`config.mk`:
```
export PLATFORM = sky130hd
export DESIGN_NAME = fx_stream_cipher
export DESIGN_NICKNAME = d
export VERILOG_FILES = /design/src/rtl/fxs_pkg.sv /design/src/rtl/fxs_scrambler.sv /design/src/rtl/fxs_descrambler.sv /design/src/rtl/fxs_lock_timer.sv /design/src/rtl/fx_stream_cipher.sv
export SDC_FILE = /design/constraint.sdc
export NUM_CORES = 1
export LEC_CHECK = 0
export BUFFER_PORTS_ARGS = -buffer_cell sky130_fd_sc_hd__buf_2
export CAP_MARGIN = 0
export CELL_PAD_IN_SITES_DETAIL_PLACEMENT = 1
export CELL_PAD_IN_SITES_GLOBAL_PLACEMENT = 1
export CORE_AREA = 2 2 101 103
export CTS_CLUSTER_DIAMETER = 30
export DETAILED_ROUTE_END_ITERATION = 8
export DIE_AREA = 0 0 103 105
export HOLD_SLACK_MARGIN = 0.12
export PLACE_DENSITY_LB_ADDON = 0.1
export REMOVE_ABC_BUFFERS = 1
export SYNTH_ARGS = -nofsm -noshare
export SYNTH_HDL_FRONTEND = slang
export SYNTH_HIERARCHICAL = 1
export SYNTH_SLANG_ARGS = --single-unit
export TNS_END_PERCENT = 50
```
`constraint.sdc`:
```
create_clock -name clk -period 2.25 [get_ports clk]
set_clock_uncertainty 0.1 [all_clocks]
set_input_delay 0.1125 -clock clk [delete_from_list [all_inputs] [get_ports clk]]
set_output_delay 0.1125 -clock clk [all_outputs]
set_load 0.005 [all_outputs]
```
`src/rtl/fxs_pkg.sv`:
```
// Shared key-register type and the x^11 + x^9 + 1 step functions.
package fxs_pkg;
    localparam int KEY_W = 11;
    typedef logic [KEY_W-1:0] key_t;

    // Key bit taken from the 11th and 9th previous bits.
    function automatic logic key_bit(input key_t s);
        return s[KEY_W-1] ^ s[KEY_W-3];
    endfunction

    // Shift one new bit into the newest stage.
    function automatic key_t key_shift(input key_t s, input logic b);
        return {s[KEY_W-2:0], b};
    endfunction
endpackage

```
`src/rtl/fxs_scrambler.sv`:
```
// Transmit scrambler: XORs each plain bit with the LFSR key bit.
// Assumes bit_en is a strobe; the register is seeded with all ones.
module fxs_scrambler
    import fxs_pkg::*;
(
    input  logic clk,
    input  logic rst_n,
    input  logic bit_en,
    input  logic bypass,
    input  logic plain,
    output logic cipher
);
    key_t st;
    logic kb;

    // Current key bit.
    assign kb = key_bit(st);

    // Advance the key register and register the cipher bit.
    always_ff @(posedge clk) begin
        if (!rst_n) begin
            st     <= '1;
            cipher <= 1'b0;
        end else if (bit_en) begin
            st     <= key_shift(st, kb);
            cipher <= bypass ? plain : (plain ^ kb);
        end
    end

    p_seed_nonzero_r3: assert property (@(posedge clk) disable iff (!rst_n)
        st != '0);
    p_tx_hold_r4: assert property (@(posedge clk) disable iff (!rst_n)
        !bit_en |=> $stable(cipher));
    p_tx_bypass_r11: assert property (@(posedge clk) disable iff (!rst_n)
        bit_en && bypass |=> cipher == $past(plain));
endmodule

```
`src/rtl/fxs_descrambler.sv`:
```
// Receive descrambler: loads the inverted cipher while hunting, counts
// matching predicted bits, locks after ACQ_BITS of them, then free-runs.
// Assumes the far end sends idle (all ones) plain text during the hunt.
module fxs_descrambler
    import fxs_pkg::*;
#(
    parameter int ACQ_BITS = 60
) (
    input  logic clk,
    input  logic rst_n,
    input  logic bit_en,
    input  logic bypass,
    input  logic sig_det,
    input  logic cipher,
    input  logic expire,
    output logic plain_now,
    output logic plain_out,
    output logic locked
);
    localparam int CW = $clog2(ACQ_BITS + 1);

    key_t          st;
    logic [CW-1:0] good;
    logic          pred;
    logic          match;

    // Predicted key bit, idle match test and unregistered plain bit.
    assign pred      = key_bit(st);
    assign match     = (~cipher) == pred;
    assign plain_now = cipher ^ pred;

    // Key register, run-of-matches counter, lock flag and output bit.
    always_ff @(posedge clk) begin
        if (!rst_n) begin
            st        <= '0;
            good      <= '0;
            locked    <= 1'b0;
            plain_out <= 1'b0;
        end else begin
            if (bit_en) begin
                plain_out <= bypass ? cipher : plain_now;
                if (locked) begin
                    st <= key_shift(st, pred);
                end else begin
                    st <= key_shift(st, ~cipher);
                    if (sig_det && match) begin
                        if (good == CW'(ACQ_BITS - 1)) begin
                            locked <= 1'b1;
                            good   <= '0;
                        end else begin
                            good <= good + 1'b1;
                        end
                    end else begin
                        good <= '0;
                    end
                end
            end
            if (!sig_det || expire) begin
                locked <= 1'b0;
                good   <= '0;
            end
        end
    end

    p_sd_drop_r8: assert property (@(posedge clk) disable iff (!rst_n)
        !sig_det |=> !locked);
    p_acq_run_r5: assert property (@(posedge clk) disable iff (!rst_n)
        $rose(locked) |-> $past(good) == CW'(ACQ_BITS - 1) && $past(sig_det));
    p_rx_hold_r4: assert property (@(posedge clk) disable iff (!rst_n)
        !bit_en |=> $stable(plain_out));
    p_rx_bypass_r11: assert property (@(posedge clk) disable iff (!rst_n)
        bit_en && bypass |=> plain_out == $past(cipher));
endmodule

```
`src/rtl/fxs_lock_timer.sv`:
```
// Lock timer: counts bit times while locked, restarted by runs of idle ones
// in the recovered stream; raises expire on the bit that reaches the limit.
// Assumes test_mode is steady while locked.
module fxs_lock_timer #(
    parameter int IDLE_RUN  = 29,
    parameter int TMO_LONG  = 131072,
    parameter int TMO_SHORT = 260
) (
    input  logic clk,
    input  logic rst_n,
    input  logic bit_en,
    input  logic test_mode,
    input  logic locked,
    input  logic plain_bit,
    output logic expire
);
    localparam int TMO_MAX = (TMO_LONG > TMO_SHORT) ? TMO_LONG : TMO_SHORT;
    localparam int TW      = $clog2(TMO_MAX + 1);
    localparam int RW      = $clog2(IDLE_RUN + 1);

    logic [RW-1:0] run;
    logic [TW-1:0] tmr;
    logic [TW-1:0] limit;
    logic          restart;

    // Timeout limit and restart on a completed idle run.
    assign limit   = test_mode ? TW'(TMO_SHORT) : TW'(TMO_LONG);
    assign restart = plain_bit && (run >= RW'(IDLE_RUN - 1));
    assign expire  = locked && bit_en && !restart && (tmr >= limit - 1'b1);

    // Count consecutive ones in the recovered stream, saturating.
    always_ff @(posedge clk) begin
        if (!rst_n) begin
            run <= '0;
        end else if (bit_en) begin
            if (!plain_bit)
                run <= '0;
            else if (run != RW'(IDLE_RUN))
                run <= run + 1'b1;
        end
    end

    // Bit-time counter, held at zero while unlocked.
    always_ff @(posedge clk) begin
        if (!rst_n || !locked) begin
            tmr <= '0;
        end else if (bit_en) begin
            tmr <= restart ? '0 : tmr + 1'b1;
        end
    end

    p_tmr_cap_r9: assert property (@(posedge clk) disable iff (!rst_n)
        locked |-> tmr < limit);
    p_restart_r10: assert property (@(posedge clk) disable iff (!rst_n)
        locked && bit_en && restart |=> tmr == '0);
endmodule

```
`src/rtl/fx_stream_cipher.sv`:
```
// Top: transmit scrambler plus receive descrambler with lock timer.
// Assumes one bit per bit_en strobe on both sides.
module fx_stream_cipher #(
    parameter int ACQ_BITS  = 60,
    parameter int IDLE_RUN  = 29,
    parameter int TMO_LONG  = 131072,
    parameter int TMO_SHORT = 260
) (
    input  logic clk,
    input  logic rst_n,
    input  logic bit_en,
    input  logic bypass,
    input  logic test_mode,
    input  logic tx_plain,
    output logic tx_cipher,
    input  logic sig_det,
    input  logic rx_cipher,
    output logic rx_plain,
    output logic rx_locked
);
    logic expire;
    logic plain_now;

    fxs_scrambler u_scr (
        .clk    (clk),
        .rst_n  (rst_n),
        .bit_en (bit_en),
        .bypass (bypass),
        .plain  (tx_plain),
        .cipher (tx_cipher)
    );

    fxs_descrambler #(.ACQ_BITS(ACQ_BITS)) u_dsc (
        .clk       (clk),
        .rst_n     (rst_n),
        .bit_en    (bit_en),
        .bypass    (bypass),
        .sig_det   (sig_det),
        .cipher    (rx_cipher),
        .expire    (expire),
        .plain_now (plain_now),
        .plain_out (rx_plain),
        .locked    (rx_locked)
    );

    fxs_lock_timer #(
        .IDLE_RUN  (IDLE_RUN),
        .TMO_LONG  (TMO_LONG),
        .TMO_SHORT (TMO_SHORT)
    ) u_tmr (
        .clk       (clk),
        .rst_n     (rst_n),
        .bit_en    (bit_en),
        .test_mode (test_mode),
        .locked    (rx_locked),
        .plain_bit (plain_now),
        .expire    (expire)
    );
endmodule

```
==> out/metrics.cfg, run 1 <==
[finish]
area_growth_pct = 13.90
drive_above_1_share_pct = 10.89
multiInputGateArea_mm2 = 0.001495
fillers = 1152
final_cell_mix = 53 x dfxtp_1, 25 x nand2_1, 23 x mux2i_1
final_common_cell = dfxtp_1
num-nets-final = 329
ff_latch_area_mm2 = 0.001082
finalCoreUtilization_pct = 31.27
n_antenna_cell = 0
fin_area_mm2 = 0.003014

[global_route]
top_usage_layer = met2
grt.total_usage_pct = 11.59
grt_max_degree = 28
grt_pass1_vias = 2024
use_met1_pct = 16.12
use_met2_pct = 18.51
grt_pass1_wl_um = 10090
met3_usage_pct = 2.207
antenna_found_initial = 0
overflow = 0

[logic_synthesis]
synth_top_area_share_pct = 40.85
ys_types = 40
synth_edf_count = 0
yosys.area.top_type = dfxtp_1
synth-seq-cells = 54
yosys_warnings = 6
synth_seq_area_share_pct = 40.85
synth_flop_cell = dfxtp_1
syn_area_mm2 = 0.002646
netlist_top_cells_area = dfxtp_1 41%, ha_1 9.0%, mux2i_1 8.7%
synth_area_per_cell_um2 = 9.318
synthArstFlopShare_pct = 0
syn_inst = 284

[pwr]
p_int_w = 0.001269
p_leak_nw = 1.124
p_seq_share_pct = 57.8
switchingPower_w = 0.0004146
ir_worst_vdd_mv = 0.2744
clkPwrFrac_pct = 35.5
power_density_mw_per_mm2 = 558.7
switching_share_pct = 24.62
combPwrFrac_pct = 6.7

[floorplanning]
ios = 11
core_mm2 = 0.009639
die_w_um = 103
std_cell_rows = 36
initial_utilization_pct = 27.45
dieArea_mm2 = 0.01082
die_y_um = 105

[timing]
final_max_slew_viol_count = 0
rsz0062_at_grt = no
min_period_over_period_pct = 91.86
finalHoldViolCount = 0
fin_tns_setup_ns = 0
maxClockFrequency_mhz = 483.8
setup_viol_count_final = 0
slew_headroom_pct = 67.60
worstMarginPinSlew_ns = 0.4861
fin_crit_ns = 2.067

[critical_path]
worst_ep_arrival_time_ns = 2.20
cp_max_fo = 7
slowest_stage = dfxtp_1
cp_cell_sequence = ha_1 -> a211oi_1 -> nor3_1 -> o21ai_0 -> a31oi_1 -> nand3b_1 -> nor3_1
cpMostUsedCell = nor3_1
worstReg2RegStart = u_tmr/tmr[7]
reg2reg_depth = 7
endpoint_kind = flip-flop
r2r_setup_slack_ns = 0.18
path_class = flip-flop to flip-flop
worst_setup_path_start_kind = flip-flop
worstPathRequired_ns = 2.38
r2r_end = u_dsc/good[2]
cpPeakStageDelay_ns = 0.42

[worst_hold_path]
hold-path-endpoint = u_tmr/tmr[7]
holdCritStartpoint = bit_en
hold_path_class = primary input to flip-flop
hold_depth = 4

[placement]
place.gp.congestion = 0.7071
portBuffers = 10
placed_cell_area_mm2 = 0.002859
hpwl_um = 4104

[clock_network]
cts.sinks = 54
cts.clk_slew.worst_paths_ns = 0.10
htree_levels = 2
cts_tree = built
cts-root-buf = clkbuf_8
cts_setup_buffers = 0
cts_made_buffers = 5
clk_latency_ns = 0.31
clk_path_buf_depth = 2

[routing]
drt-pass1-iter-count = 4
wire_per_inst_um = 13.26
route.detailed.drc = 0
wl_um = 5780
drt_iter0_markers = 65
via_count = 2025
vias_per_cell = 4.644
ant_nets = 0

[status]
status = complete, no violations

[run]
cap_violations = 0

[cell usage after synthesis, types with 2 or more instances]
library cell	number
inv_1	5
nand3_1	13
xnor2_1	9
nor3_1	8
clkbuf_1	6
ha_1	19
a21oi_1	16
or3_2	2
nand4_1	7
or3_1	6
nor2b_1	12
a31oi_1	3
and2_1	3
o21ai_0	14
nor2_1	19
a211oi_1	2
and4_1	3
mux2i_1	23
buf_2	3
nand2_1	25
xor2_1	12
dfxtp_1	54
o211ai_1	3
[worst max-delay path by stage]
stage	slack (ns)	end	start
final	0.18	u_dsc/good[2]	u_tmr/tmr[7]
after global routing	0.02	u_dsc/good[3]	u_tmr/tmr[7]
after CTS	0.17	u_scr/cipher	u_scr/st[8]
after detailed placement	0.19	u_dsc/good[2]	test_mode
after global placement	0.23	u_dsc/good[3]	test_mode
after floorplan	0.28	u_tmr/tmr[0]	u_dsc/st[8]
[repair_timing]
action,4_1_cts,5_1_grt
resized for setup,0,2
endpoints found under the hold margin,14,0
hold buffers,5,0
endpoints found under the setup margin,0,4
[sequential cells by signal, indices dropped and copies added, names as in the netlist]
name	cells
u_scr/cipher	1
u_dsc/st	11
u_dsc/plain_out	1
u_dsc/good	6
u_tmr/tmr	18
u_dsc/locked	1
u_tmr/run	5
u_scr/st	11
[logic make-up (layout without fill, tap and decap cells)]
logic type / count (synthesis) / in the layout / synth area share (%)
buffers and inverters: 16 / 35 / 2.837
AO/OA/AOI/OAI: 45 / 45 / 9.835
XOR/XNOR: 22 / 22 / 7.896
flip-flops: 54 / 54 / 40.85
multiplexers: 23 / 23 / 8.700
adder cells (fa/ha/maj): 19 / 19 / 8.984
AND/OR/NAND/NOR: 105 / 105 / 20.90
[metrics by stage]
stage / hold slack (ns) / setup WS (ns) / total power [W] / cells
final: 0.1392 / 0.1831 / 0.001684 / 436
after global routing: 0.1416 / 0.01977 / 0.001778 / 436
after CTS: 0.1478 / 0.1740 / 0.001729 / 436
after detailed placement: 0.3156 / 0.1932 / 0.001102 / 423
after global placement: 0.3071 / 0.2349 / 0.001101 / 423
after floorplan: 0.07444 / 0.2800 / 0.001047 / 273
[cell type report]
type,instances,area share (%)
clock buffer,6,2.740
clock inverter,2,0.5396
inverter,5,0.6227
multi-input combinational,214,49.61
sequential,54,35.91
tap,133,5.521
timing repair buffer,22,5.064
[worst max-delay path: cells and delay by family, from the launching register on]
kind	cells	cell delay, ns
AO/OA/AOI/OAI	3	0.55
adder cells (fa/ha/maj)	1	0.28
AND/OR/NAND/NOR	3	0.65
flip-flops	1	0.42
[power by group through the flow]
stage | combinational (W) | sequential (W) | clock (W)
2_1_floorplan | 0.0000536 | 0.000994 | 0
6_report | 0.000113 | 0.000973 | 0.000598
5_1_grt | 0.000127 | 0.000975 | 0.000676
3_5_place_dp | 0.000107 | 0.000995 | 0
4_1_cts | 0.000115 | 0.000973 | 0.000641
3_3_place_gp | 0.000106 | 0.000995 | 0
[routing by layer]
layer  vias to the layer above  wire length [µm]
li1                       1037                 -
met2                        10              2767
met4                         0                53
met1                       973              2862
met3                         5                96
met5                         -                 0
Power figures use the tool's default switching activity.
==> run 2, diff against run 1 <==
==> constraint.sdc (replaced) <==
create_clock -name clk -period 1.8 [get_ports clk]
set_clock_uncertainty 0.1 [all_clocks]
set_input_delay 0.09 -clock clk [delete_from_list [all_inputs] [get_ports clk]]
set_output_delay 0.09 -clock clk [all_outputs]
set_load 0.005 [all_outputs]
==> run 2 against run 1 <==
Sequential share of layout area down 3.3 points. Core utilization grew 3.4 points. Non-clock buffer count is 27 higher. Setup slack got worse by 0.12 ns. Register-to-register slack got worse by 0.10 ns. Critical path depth down 1. Clock power rose by 44%. Total power increased by 33%. Die area stayed put. Flip-flop and latch count unchanged.
==> out/metrics.cfg, run 2 (synthesis results as in run 1) <==
[status]
status = complete, no violations

[critical_path]
cp_max_fo = 6  ; -1
worstPathRequired_ns = 1.94  ; -0.44 ns
reg2reg_depth = 7  ; unchanged
worst_setup_path_start_kind = primary input
r2r_end = u_dsc/good[2]
path_class = primary input to flip-flop
worstReg2RegStart = u_tmr/tmr[15]
worst_ep_arrival_time_ns = 1.88  ; -0.32 ns
r2r_setup_slack_ns = 0.08  ; -0.10 ns
endpoint_kind = flip-flop

[pwr]
p_int_w = 0.001709  ; +35%
power_density_mw_per_mm2 = 670.3  ; +20%
switching_share_pct = 23.76  ; -0.86 points
clkPwrFrac_pct = 38.4  ; +2.9 points
p_seq_share_pct = 54.3  ; -3.5 points
switchingPower_w = 0.0005324  ; +28%
total_power_w = 0.002241  ; +33%
p_leak_nw = 1.290  ; +15%
combPwrFrac_pct = 7.3  ; +0.6 points
ir_worst_vdd_mv = 0.4215  ; +54%

[placement]
place.gp.congestion = 0.7047  ; -0.34%
hpwl_um = 4406  ; +7.4%
placedCellCount = 448  ; +5.9%
placed_cell_area_mm2 = 0.003059  ; +7.0%
portBuffers = 10  ; unchanged

[routing]
drt_iter0_markers = 58  ; -11%
route.detailed.drc = 0  ; unchanged
drt-pass1-iter-count = 4  ; unchanged
wl_um = 6006  ; +3.9%
wire_per_inst_um = 12.97  ; -2.1%
vias_per_cell = 4.531  ; -2.4%
ant_nets = 0  ; unchanged
via_count = 2098  ; +3.6%

[global_route]
grt_max_degree = 25  ; -11%
antenna_found_initial = 0  ; unchanged
grt.total_usage_pct = 11.85  ; +0.26 points
grt_pass1_vias = 2132  ; +5.3%
grt_pass1_wl_um = 10230  ; +1.4%
overflow = 0  ; unchanged

[floorplanning]
std_cell_rows = 36  ; unchanged
die_w_um = 103  ; unchanged
ios = 11  ; unchanged
initial_utilization_pct = 27.45  ; unchanged
die_y_um = 105  ; unchanged
dieArea_mm2 = 0.01082  ; unchanged
core_mm2 = 0.009639  ; unchanged

[worst_hold_path]
hold-path-endpoint = u_dsc/plain_out
hold_path_class = primary input to flip-flop
hold_depth = 3  ; -1
holdCritStartpoint = rx_cipher

[clock_network]
cts.sinks = 54  ; unchanged
clk_path_buf_depth = 2  ; unchanged
clk_latency_ns = 0.31  ; about the same
cts_made_buffers = 5  ; unchanged
cts.clk_slew.worst_paths_ns = 0.10  ; about the same
cts_tree = built
htree_levels = 2  ; unchanged
cts-root-buf = clkbuf_8

[timing]
finalHoldViolCount = 0  ; unchanged
maxClockFrequency_mhz = 577.1
fin_tns_setup_ns = 0  ; unchanged
setup_viol_count_final = 0  ; unchanged
slew_headroom_pct = 77.99  ; +10 points
worstMarginPinSlew_ns = 0.3302  ; -0.1559 ns
final_max_slew_viol_count = 0  ; unchanged
holdWs_ns = 0.2082  ; +0.06904 ns
min_period_over_period_pct = 96.27
fin_crit_ns = 1.733

[finish]
reg.largest.list = u_tmr/tmr (18), u_dsc/st (11), u_scr/st (11)
stdcell_count = 463  ; +6.2%
num-nets-final = 356  ; +8.2%
n_antenna_cell = 0  ; unchanged
drive_above_1_share_pct = 23.94  ; +13 points
final_common_cell = dfxtp_1
regMostFlops = u_tmr/tmr
area_growth_pct = 26.34
largest_register_ff_count = 18  ; unchanged
fin_area_mm2 = 0.003343  ; +11%
final_cell_mix = 46 x dfxtp_1, 31 x buf_4, 25 x nand2_1

[run]
cap_violations = 0  ; unchanged

run 2: cell count changes in the layout (fill, tap and decap cells not counted), sizes merged:
cell,previous run,this run
dlygate4sd3,5,6
bufinv,0,1
dlymetal6s4s,0,1
clkbuf,6,5
clkinvlp,1,0
buf,17,42
clkinv,0,1
run 2: worst max path at each step:
stage                       from       endpoint  slack [ns]  depth (start not counted)
detailed placement     test_mode  u_dsc/good[3]       -0.17                          8
floorplan            u_dsc/st[8]   u_tmr/tmr[0]       -0.17                          4
global route        u_tmr/tmr[4]  u_dsc/good[2]      -0.004                          8
global placement       test_mode  u_dsc/good[5]       -0.13                          8
finish                    bit_en  u_tmr/tmr[17]        0.07                          6
CTS                  u_dsc/st[8]   u_dsc/locked       -0.02                          6
run 2: metrics by stage:
stage          setup slack (ns)  utilization [%]
3_3_place_gp            -0.1266            31.74
3_5_place_dp            -0.1745            31.74
5_1_grt               -0.004260            34.68
6_report                0.06706            34.68
2_1_floorplan           -0.1700                -
4_1_cts                -0.02445            33.74
run 2: what timing repair did:
| action | CTS | global route |
|---|---|---|
| pin swaps | 5 | 10 |
| endpoints found under the hold margin | 16 | 7 |
| buffers inserted | 0 | 2 |
| hold buffers | 6 | 1 |
| endpoints found under the setup margin | 10 | 29 |
| gates resized for setup | 4 | 26 |
run 2: final cells by class:
type                       instances  area, µm²
sequential                        54       1091
timing repair buffer              49      381.6
clock buffer                       5      68.82
clock inverter                     3      47.55
multi-input combinational        214       1569
fill                            1141       6296
tap                              133      166.4
inverter                           5      18.77
run 2: metal layers:
| layer | global-route usage [%] | part of all wire [%] |
|---|---|---|
| met2 | 18.74 | 46 |
| met3 | 2.207 | 1.6 |
| met1 | 16.67 | 52 |
| met4 | 2.538 | 0.75 |
| met5 | 0 | 0 |
run 2: power groups by stage:
| stage | logic, W | registers (W) | clock network (W) |
|---|---|---|---|
| after floorplan | 0.0000670 | 0.00124 | 0 |
| after global placement | 0.000141 | 0.00124 | 0 |
| after detailed placement | 0.000143 | 0.00124 | 0 |
| after CTS | 0.000155 | 0.00122 | 0.000919 |
| after global routing | 0.000182 | 0.00122 | 0.000963 |
| final | 0.000163 | 0.00122 | 0.000862 |
run 2: worst max-delay path, cell delays in order:
cell,delay [ns]
dlygate4sd3_1,0.52
buf_2,0.19
and4_4,0.27
nand4_4,0.13
or4_1,0.52
a21oi_1,0.15
==> run 3, diff against run 2 <==
==> constraint.sdc (replaced) <==
create_clock -name clk -period 1.8 [get_ports clk]
set_clock_uncertainty 0.1 [all_clocks]
set_input_delay 0.36 -clock clk [delete_from_list [all_inputs] [get_ports clk]]
set_output_delay 0.36 -clock clk [all_outputs]
set_load 0.005 [all_outputs]
==> run 3 against run 2 <==
Non-clock buffer count is 2 lower. Clock power is 14% lower. Register-to-register slack worse by 0.02 ns. Maximum frequency is 2.0% lower. Count of clock-buffer cells in the layout stayed put. Total power is 5.7% lower. Sequential power hardly changed. Wire length is 1.7% higher. Cell count is 0.43% lower. Setup slack worse by 0.035 ns.
==> out/metrics.cfg, run 3 (synthesis results as in run 1) <==
[floorplanning]
core_mm2 = 0.009639  ; unchanged
die_y_um = 105  ; unchanged
std_cell_rows = 36  ; unchanged
dieArea_mm2 = 0.01082  ; unchanged
die_w_um = 103  ; unchanged
ios = 11  ; unchanged
initial_utilization_pct = 27.45  ; unchanged

[clock_network]
cts.sinks = 54  ; unchanged
clk_latency_ns = 0.31  ; about the same
cts_tree = built
htree_levels = 2  ; unchanged
cts-root-buf = clkbuf_8
cts.hold.buffers_added = 0  ; -6
cts_made_buffers = 5  ; unchanged
clk_path_buf_depth = 2  ; unchanged
cts.clk_slew.worst_paths_ns = 0.11  ; about the same

[worst_hold_path]
hold_path_class = primary input to flip-flop

[timing]
finalHoldViolCount = 0  ; unchanged
setup_viol_count_final = 0  ; unchanged
min_period_over_period_pct = 98.22  ; +1.9 points
rsz0062_at_grt = yes
maxClockFrequency_mhz = 565.6  ; -2.0%
slew_headroom_pct = 78.72  ; +0.73 points
final_max_slew_viol_count = 0  ; unchanged
worstMarginPinSlew_ns = 0.3167  ; -0.01345 ns
fin_crit_ns = 1.768  ; +0.03509 ns

[pwr]
p_leak_nw = 1.268  ; -1.7%
power_density_mw_per_mm2 = 633.0  ; -5.6%
ir_worst_vdd_mv = 0.3259  ; -23%

[routing]
wire_per_inst_um = 13.25  ; +2.1%
via_count = 2119  ; +1.0%
vias_per_cell = 4.597  ; +1.4%
ant_nets = 0  ; unchanged
route.detailed.drc = 0  ; unchanged
drt_iter0_markers = 55  ; -5.2%
wl_um = 6108  ; +1.7%
drt-pass1-iter-count = 4  ; unchanged

[placement]
placed_cell_area_mm2 = 0.003082  ; +0.74%
place.gp.congestion = 0.7053  ; about the same
placedCellCount = 451  ; +0.67%
hpwl_um = 4477  ; +1.6%
portBuffers = 10  ; unchanged

[critical_path]
path_class = primary input to flip-flop
cp_cell_sequence = buf_4 -> buf_4 -> ha_1 -> and4b_1 -> o21ai_1 -> a31oi_1 -> nand3b_1 -> buf_6 -> nor2_1
r2r_setup_slack_ns = 0.06  ; -0.02 ns
cpMostUsedCell = buf_4
slowest_stage = ha_1
worst_ep_arrival_time_ns = 1.92  ; +0.04 ns
crit_family = simple AND/OR/NAND/NOR gates
worst_setup_path_start_kind = primary input
endpoint_kind = flip-flop
crit_buf_inv = 3  ; +1
worstPathRequired_ns = 1.95  ; about the same
cp_max_fo = 13  ; +7
cpPeakStageDelay_ns = 0.32  ; -0.20 ns

[finish]
n_antenna_cell = 0  ; unchanged
area_growth_pct = 26.15
final_cell_mix = 46 x dfxtp_1, 36 x buf_4, 25 x nand2_1
largest_register_ff_count = 18  ; unchanged
reg.largest.list = u_tmr/tmr (18), u_dsc/st (11), u_scr/st (11)
drive_above_1_share_pct = 27.44  ; +3.5 points
regMostFlops = u_tmr/tmr
num-nets-final = 354  ; -0.56%
final_common_cell = dfxtp_1
fin_area_mm2 = 0.003338  ; -0.15%
stdcell_count = 461  ; -0.43%

[status]
status = complete, no violations

[global_route]
grt_pass1_vias = 2114  ; -0.84%
antenna_found_initial = 0  ; unchanged
overflow = 0  ; unchanged
grt.total_usage_pct = 11.82  ; -0.026 points
grt_pass1_wl_um = 10210  ; -0.20%
grt_max_degree = 25  ; unchanged

[run]
cap_violations = 0  ; unchanged

## run 3: changes by cell type in the layout (fill, tap and decap cells not counted), moves of 2 or more
| cell | previous run | this run |
|---|---|---|
| buf_4 | 31 | 36 |
| ha_1 | 17 | 13 |
| nor3_1 | 4 | 2 |
| dlygate4sd3_1 | 6 | 0 |
| ha_4 | 2 | 5 |
| nor3_2 | 4 | 6 |
## run 3: tightest hold or removal path: cells and delay by family
| kind | cells | cell delay, ns |
|---|---|---|
| AO/OA/AOI/OAI | 2 | 0.13 |
| buffers and inverters | 1 | 0.10 |
## run 3: layout make-up
class                   instances  area, µm²
multi-input cells             214       1618
inverters                       5      18.77
repair buffers                 47      346.6
fillers                      1146       6301
flip-flops and latches         54       1091
clock buffers                   5      68.82
clock inverters                 3      28.78
well taps                     133      166.4
## run 3: path summary, 6_finish.rpt
check	start	endpoint	cells past startpoint
worst max-delay path	test_mode	u_dsc/locked	9
worst min-delay path	tx_plain	u_scr/cipher	3
worst max register to register	u_tmr/tmr[9]	u_dsc/locked	8
worst min register to register	u_scr/st[4]	u_scr/st[4]	2
## run 3: per-stage QoR
| stage | hold slack (ns) | power, W | utilization (%) | setup slack (ns) | setup TNS [ns] |
|---|---|---|---|---|---|
| after global placement | 0.3583 | 0.001388 | 31.97 | -0.3838 | -2.537 |
| after CTS | 0.1966 | 0.002155 | 33.11 | 0.0002791 | 0 |
| after floorplan | 0.3219 | 0.001309 | - | -0.1700 | -2.692 |
| final | 0.2076 | 0.002113 | 34.63 | 0.03197 | 0 |
| after global routing | 0.2031 | 0.002226 | 34.63 | -0.06158 | -0.4042 |
| after detailed placement | 0.3633 | 0.001388 | 31.97 | -0.4222 | -2.694 |
## run 3: what timing repair did
| item | CTS | global route |
|---|---|---|
| setup endpoints to repair | 9 | 12 |
| resized for setup | 5 | 31 |
| buffers inserted | 0 | 2 |
| gates cloned | 0 | 0 |
| hold endpoints to repair | 0 | 0 |
| pin swaps | 7 | 9 |
## run 3: per-layer routing
layer | global-route usage (%) | share of wire [%] | wire length, µm | up-vias
met3 | 2.341 | 2.1 | 129 | 6
met1 | 16.36 | 50 | 3081 | 1016
met2 | 18.51 | 46 | 2819 | 11
li1 | - | - | - | 1086
met5 | 0 | 0 | 0 | -
met4 | 3.383 | 1.3 | 78 | 0
## run 3: report_power, final
group / leakage (nW) / switching [W] / internal, W
logic: 0.777 / 0.0000870 / 0.0000722
registers: 0.441 / 0.00000860 / 0.00121
clock network: 0.0502 / 0.000448 / 0.000290
total: 1.27 / 0.000544 / 0.00157
